**src/rtl/pla_pkg.sv**
```systemverilog
package pla_pkg;

    localparam int PLA_IN   = 3;
    localparam int PLA_PROD = 4;
    localparam int PLA_OUT  = 2;

    localparam int LIT_W  = 2 * PLA_IN;
    localparam int AND_W  = LIT_W * PLA_PROD;
    localparam int OR_W   = PLA_PROD * PLA_OUT;
    localparam int CFG_W  = AND_W + OR_W + PLA_OUT;

    typedef enum logic [1:0] {
        WR_HOLD  = 2'd0,
        WR_SHIFT = 2'd1,
        WR_LOAD  = 2'd2
    } wr_op_e;

    // Lowest field sits at bit 0 of the packed word.
    typedef struct packed {
        logic [PLA_OUT-1:0] inv;
        logic [OR_W-1:0]    or_m;
        logic [AND_W-1:0]   and_m;
    } pla_cfg_t;

    function automatic wr_op_e pick_op(input logic en, input logic load, input logic shift);
        if (!en)        return WR_HOLD;
        else if (load)  return WR_LOAD;
        else if (shift) return WR_SHIFT;
        else            return WR_HOLD;
    endfunction

    function automatic pla_cfg_t cfg_blank();
        pla_cfg_t c;
        c.and_m = '1;
        c.or_m  = '1;
        c.inv   = '0;
        return c;
    endfunction

endpackage

```
**src/rtl/pla_cfg_store.sv**
```systemverilog
module pla_cfg_store
    import pla_pkg::*;
(
    input  logic             clk,
    input  logic             rst,
    input  logic             en,
    input  logic             load,
    input  logic             shift,
    input  logic [CFG_W-1:0] word,
    input  logic             ser_bit,
    output pla_cfg_t         cfg_q
);

    wr_op_e   op;
    pla_cfg_t cfg_d;

    always_comb begin
        op = pick_op(en, load, shift);
        unique case (op)
            WR_LOAD:  cfg_d = pla_cfg_t'(word);
            WR_SHIFT: cfg_d = pla_cfg_t'({ser_bit, cfg_q[CFG_W-1:1]});
            default:  cfg_d = cfg_q;
        endcase
    end

    always_ff @(posedge clk) begin
        if (rst) cfg_q <= cfg_blank();
        else     cfg_q <= cfg_d;
    end

    // no write while the enable is low
    a_r2_hold_when_disabled: assert property (@(posedge clk) disable iff (rst)
        !en |=> $stable(cfg_q));

    // a parallel write takes the whole word, even with shift also high
    a_r3_parallel_load: assert property (@(posedge clk) disable iff (rst)
        (en && load) |=> (cfg_q == $past(word)));

    // a serial write moves the word down and enters the new bit at the top
    a_r4_serial_shift: assert property (@(posedge clk) disable iff (rst)
        (en && shift && !load) |=>
            (cfg_q[CFG_W-1] == $past(ser_bit)) &&
            (cfg_q[CFG_W-2:0] == $past(cfg_q[CFG_W-1:1])));

endmodule

```
**src/rtl/pla_and_plane.sv**
```systemverilog
module pla_and_plane #(
    parameter int N_IN   = 3,
    parameter int N_PROD = 4,
    localparam int LW    = 2 * N_IN
) (
    input  logic [LW*N_PROD-1:0] and_m,
    input  logic [N_IN-1:0]      x,
    output logic [N_PROD-1:0]    prod
);

    logic [LW-1:0] lits;

    generate
        for (genvar i = 0; i < N_IN; i++) begin : g_lit
            assign lits[2*i]   = x[i];
            assign lits[2*i+1] = ~x[i];
        end
        for (genvar p = 0; p < N_PROD; p++) begin : g_prod
            // A blown connection forces that term input to 1.
            assign prod[p] = &(lits | ~and_m[p*LW +: LW]);
        end
    endgenerate

endmodule

```
**src/rtl/pla_or_plane.sv**
```systemverilog
module pla_or_plane #(
    parameter int N_PROD = 4,
    parameter int N_OUT  = 2
) (
    input  logic [N_PROD*N_OUT-1:0] or_m,
    input  logic [N_OUT-1:0]        inv,
    input  logic [N_PROD-1:0]       prod,
    output logic [N_OUT-1:0]        y
);

    generate
        for (genvar o = 0; o < N_OUT; o++) begin : g_out
            logic sum;
            assign sum  = |(prod & or_m[o*N_PROD +: N_PROD]);
            assign y[o] = sum ^ inv[o];
        end
    endgenerate

endmodule

```
**src/rtl/pla_array.sv**
```systemverilog
module pla_array
    import pla_pkg::*;
(
    input  logic               clk,
    input  logic               rst,
    input  logic               cfg_en,
    input  logic               cfg_load,
    input  logic               cfg_shift,
    input  logic [CFG_W-1:0]   cfg_word,
    input  logic               cfg_bit,
    input  logic [PLA_IN-1:0]  pla_in,
    output logic [PLA_OUT-1:0] pla_out
);

    pla_cfg_t            cfg;
    logic [PLA_PROD-1:0] prod;

    pla_cfg_store u_store (
        .clk     (clk),
        .rst     (rst),
        .en      (cfg_en),
        .load    (cfg_load),
        .shift   (cfg_shift),
        .word    (cfg_word),
        .ser_bit (cfg_bit),
        .cfg_q   (cfg)
    );

    pla_and_plane #(.N_IN(PLA_IN), .N_PROD(PLA_PROD)) u_and (
        .and_m (cfg.and_m),
        .x     (pla_in),
        .prod  (prod)
    );

    pla_or_plane #(.N_PROD(PLA_PROD), .N_OUT(PLA_OUT)) u_or (
        .or_m (cfg.or_m),
        .inv  (cfg.inv),
        .prod (prod),
        .y    (pla_out)
    );

    generate
        for (genvar p = 0; p < PLA_PROD; p++) begin : g_chk_prod
            logic [PLA_IN-1:0] clash;
            for (genvar i = 0; i < PLA_IN; i++) begin : g_pair
                assign clash[i] = cfg.and_m[p*LIT_W + 2*i] & cfg.and_m[p*LIT_W + 2*i + 1];
            end
            // a literal pair makes the product constant 0
            a_r7_conflict_kills_product: assert property (@(posedge clk) disable iff (rst)
                (|clash) |-> !prod[p]);
            // an empty product is constant 1
            a_r6_empty_product_true: assert property (@(posedge clk) disable iff (rst)
                (cfg.and_m[p*LIT_W +: LIT_W] == '0) |-> prod[p]);
        end
        for (genvar o = 0; o < PLA_OUT; o++) begin : g_chk_out
            // an output with no product equals its inversion bit
            a_r9_unused_output_follows_inv: assert property (@(posedge clk) disable iff (rst)
                (cfg.or_m[o*PLA_PROD +: PLA_PROD] == '0) |-> (pla_out[o] == cfg.inv[o]));
        end
    endgenerate

endmodule

```
**config.mk**
```make
export PLATFORM = sky130hd
export DESIGN_NAME = pla_array
export DESIGN_NICKNAME = d
export VERILOG_FILES = /design/src/rtl/pla_pkg.sv /design/src/rtl/pla_cfg_store.sv /design/src/rtl/pla_and_plane.sv /design/src/rtl/pla_or_plane.sv /design/src/rtl/pla_array.sv
export SDC_FILE = /design/constraint.sdc
export NUM_CORES = 1
export LEC_CHECK = 0
export CAP_MARGIN = 5
export CORE_UTILIZATION = 50
export CTS_CLUSTER_DIAMETER = 150
export DETAILED_ROUTE_END_ITERATION = 8
export PLACE_DENSITY = 0.84
export SETUP_SLACK_MARGIN = 0.15
export SYNTH_ARGS = -nofsm -noshare
export SYNTH_HDL_FRONTEND = slang
export SYNTH_SLANG_ARGS = --single-unit
```
**constraint.sdc**
```tcl
create_clock -name clk -period 1.9 [get_ports clk]
set_input_delay 0.38 -clock clk [delete_from_list [all_inputs] [get_ports clk]]
set_output_delay 0.38 -clock clk [all_outputs]
set_load 0.02 [all_outputs]
```
# Word-level counts from Yosys, hierarchy flattened
# Cells that the tools add are included.
[totals]
out_inout_bits = 2
elab_cells = 31
register_bits = 34
input_bits = 43
[op_classes]
mux = 4
n_eq_ne = 2
n_reduce_logical = 7
n_bitwise = 15
[ops]
columns = ["operator", "count"]
rows = [
  ["$pmux W34 S2", 1],
  ["$not A6 Y6", 4],
  ["$or A6 B6 Y6", 4],
  ["$reduce_and A6 Y1", 4],
  ["$and A4 B4 Y4", 2],
  ["$reduce_or A4 Y1", 2],
  ["$mux W2", 2],
  ["$not A1 Y1", 3],
  ["$eq A2 B1 Y1 const B", 1],
  ["$eq A2 B2 Y1 const B", 1],
  ["$reduce_bool A2 Y1", 1],
  ["$xor A1 B1 Y1", 2],
  ["$mux W1", 1],
]

# Logic depth before layout (Yosys ltp)
# Gate-level depths: netlist of the first run.
[logic_depth]
word_depth = 6
depth_mapped = 8
mapped_depth_nobuf = 6

# Hierarchy
# Synthesis of the first run repeated with hierarchy kept, for this count alone.
[unflattened]
hier_cells = 181
area_unflattened_um2 = 2112.0
[modules_own_cells]
columns = ["module", "seq_area_each_um2", "cells_per_inst", "n_inst", "area_per_inst_um2"]
rows = [
  ["pla_cfg_store", 680.7, 156, 1, 1886.8],
  ["pla_and_plane", 0.0, 19, 1, 160.2],
  ["pla_or_plane", 0.0, 6, 1, 65.1],
]

# Least setup slack after synthesis of the first run
# Ideal clock, no wire load.
[synth_path]
path_type = "input to output"
start = "in pla_in[2]"
end = "out pla_out[0]"
arrival_ns = 1.326
stages = 5
slack_ns = 0.194
required_time_ns = 1.520
path_cell_list = "clkbuf_2 mux2i_1 nand4_1 nand4_1 xor2_1"
[synth_via]
elab_chain_cells = 6
[synth_rtl]
columns = ["item", "line_no", "rtl"]
rows = [
  ["start: declaration", "pla_array.sv:11", "input logic [PLA_IN-1:0] pla_in,"],
  ["$not A1 Y1", "pla_and_plane.sv:16", "assign lits[2*i+1] = ~x[i];"],
  ["$or A6 B6 Y6", "pla_and_plane.sv:20", "assign prod[p] = &(lits | ~and_m[p*LW +: LW]);"],
  ["$reduce_and A6 Y1", "pla_and_plane.sv:20", ""],
  ["$and A4 B4 Y4 (*)", "pla_or_plane.sv:14", "assign sum = |(prod & or_m[o*N_PROD +: N_PROD]);"],
  ["$reduce_or A4 Y1 (*)", "pla_or_plane.sv:14", ""],
  ["$xor A1 B1 Y1 (*)", "pla_or_plane.sv:15", "assign y[o] = sum ^ inv[o];"],
  ["end: declaration", "pla_array.sv:12", "output logic [PLA_OUT-1:0] pla_out"],
]
# Mark *: on every way between the ends. The rest lies on a longest branch, timed or not.

# Worst setup path in the final report of the first run
[layout_path]
start = "in pla_in[0]"
end = "out pla_out[1]"
# Same word-level chain as after synthesis.

==> results of run 1 <==
power by group:
part	internal (mW)	leakage, nW	switching (mW)
Combinational	0.316	0.999	0.174
Sequential	0.766	0.278	0.0407
Clock	0.252	0.0383	0.245
Total	1.33	1.32	0.460
cells by family after synthesis:
| group | count (synthesis) |
|---|---|
| AND/OR/NAND/NOR | 48 |
| buffers and inverters | 14 |
| multiplexers | 78 |
| adder cells (fa/ha/maj) | 1 |
| AO/OA/AOI/OAI | 2 |
| flip-flops | 34 |
| XOR/XNOR | 2 |
routing by layer:
metal	track usage [%]	routed length, um	vias to the layer above
met5	0	0	-
met4	10.6	92	0
met3	7.24	229	10
met2	40.7	2460	43
met1	26.4	2070	721
li1	-	-	769
worst paths after layout:
kind / depth (start not counted) / endpoint
worst min-delay path: 2 / u_store.cfg_q[0]
worst max register to register: 4 / u_store.cfg_q[1]
worst max-delay path: 6 / pla_out[1]
worst min register to register: 2 / u_store.cfg_q[0]
area by class of cell:
type,instances,area [um^2]
Tap cell,48,60.1
Multi-Input combinational cell,131,1310
Clock buffer,7,76.3
Fill cell,265,882
Timing Repair Buffer,77,788
Sequential cell,34,686
worst max-delay path, cell delays in order:
cell	delay [ns]
clkbuf_4	0.16
mux2i_2	0.25
nand4_1	0.16
nand4_1	0.15
xor2_1	0.15
buf_4	0.16
placed cells by master, fill, tap and decap left out, types with 3 or more instances in the layout:
cell type        Yosys  layout
buf_12               3       6
mux2_4              28      28
nand2b_1            32      32
mux2i_2              0       3
mux2i_1             46      41
buf_4                3      29
mux2_2               4       4
nor2_1               4       4
dfxtp_1             34      30
nand4_1             10      10
clkbuf_8             0       5
clkdlybuf4s50_1      0      36
dfxtp_2              0       4
timing repair:
action | CTS | global route
endpoints found under the setup margin | 34 | 6
buffers inserted | 3 | 0
pin swaps | 6 | 9
gates resized for setup | 33 | 14
gates cloned | 2 | 0
hold buffers | 0 | 0
cell usage after synthesis, drive strengths merged:
master   n
and3b    1
clkbuf   6
buf      8
mux2    32
mux2i   46
nand2b  32
nand4   10
a21oi    2
nand2    1
xor2     2
dfxtp   34
ha       1
nor2     4
metrics by stage:
step | utilization [%] | hold slack, ns | total power, mW
2_1_floorplan | - | 0.448 | 1.08
3_3_place_gp | 71.1 | 0.462 | 1.26
6_report | 76.8 | 0.489 | 1.79
5_1_grt | 76.8 | 0.509 | 1.88
3_5_place_dp | 71.1 | 0.467 | 1.27
4_1_cts | 75.6 | 0.482 | 1.78
==> qor.txt, run 1 <==
status: complete, no violations
Synth Area in Compound Gates: 0.485%
hpwl dp: 3210 um
Max Fanout on Critical Path: 4
DRT Wirelength: 4850 um
# placed instances: 285
layout cell share with drive strength beyond 1: 34.5%
main combinational cell family by area after synthesis: multiplexers
Syn Inst Count: 179
Final ANT Viol Nets: 0
Worst EP required: 1.52 ns
synthesis-stage register bit count: 34
Reg2Reg Setup Slack: 0.81 ns
Initial Utilization: 54.3%
Pre-Repair DR Iteration Count: 4
Synth Area in Adders: 0.607%
GPL Wtd Cong: 0.819
DRC Markers: 0
routed via count: 1543
Synth Cell Area: 0.00206 mm^2
first-pass GRT wire length: 7580 um
CTS tree: built
Ant. Diodes: 0
RSZ-0062 raised after global routing: true
mux cell area share after synthesis: 44.9%
worst path arrival time: 1.42 ns
area share of the largest cell type after synthesis: 33.0%
Final Max Slew Viols: 0
Crit Path Class: input port to output port
Max IR drop VDD: 0.439 mV
# rows: 22
setup TNS: 0 ns
P per Cell Area: 615 mW/mm^2
setup violators final: 0
crit end category: output port
Largest regs: u_store.cfg_q (34)
Final period util: 94.6%
H-tree level count: 2
DIE WIDTH: 66.2 um
Final WS setup: 0.103 ns
Final Non-Filler Cells: 297
routed vias/inst: 5.20
reg-to-reg critical path startpoint: u_store.cfg_q[2]
DR iter-0 viols: 64
Synth Area in XOR/XNOR: 0.850%
Max-Cap Viols: 0
CTS Sinks: 34
clk_lat worst skew: 0.28 ns
Reg with most FFs: u_store.cfg_q
antenna violations before repair: 0
start point of the critical path: pla_in[0]
area leader, netlist: dfxtp_1
syn nets: 223
IO buf count: 44
synthesized area per cell: 11.5 um^2
Final Critical Period: 1.80 ns
post-synth cell types: 18
TritonCTS buffer count: 5
Slew HR: 80.9%
Tightest Pin Transition: 0.287 ns
clk slew on worst S/H paths: 0.07 ns
vias in the first global route: 1638
IO Pins: 45
clk root buf: clkbuf_8
pre-CTS WS: -0.890 ns
Routed WL per cell: 16.3 um
post-placement cell area: 0.00270 mm^2
core area: 0.00380 mm^2
overall global routing resource usage: 23.6%
design area: 0.00292 mm^2
final hold violation count: 0
# nets final: 293
CTS Buffer Depth: 2
Synth Area in Simple Gates: 14.1%
static leakage: 1.32 nW
area delta synth->final: 41.4%
max reg flops: 34
Synth Warn #: 0
GRT overflow: 0
Worst setup SP type: input port
worst min-delay path startpoint: u_store.cfg_q[0]
top cells by area, synth: dfxtp_1 33%, mux2i_1 22%, mux2_4 20%
Die Span Y: 66.2 um
largest net degree at the start of global routing: 35
die area: 0.00439 mm^2
Hold/Removal Path Class: flip-flop to flip-flop
skew final: 0.00623 ns
max frequency: 556 MHz
sequential share of the synthesized area: 33.0%
(Power assumes the default switching activity.)
==> inputs of run 2 (changes only) <==
Settings changed: CAP_MARGIN 5 to 20.
==> results of run 2 <==
The final DEF is identical to that of run 1; final timing and power are the same.
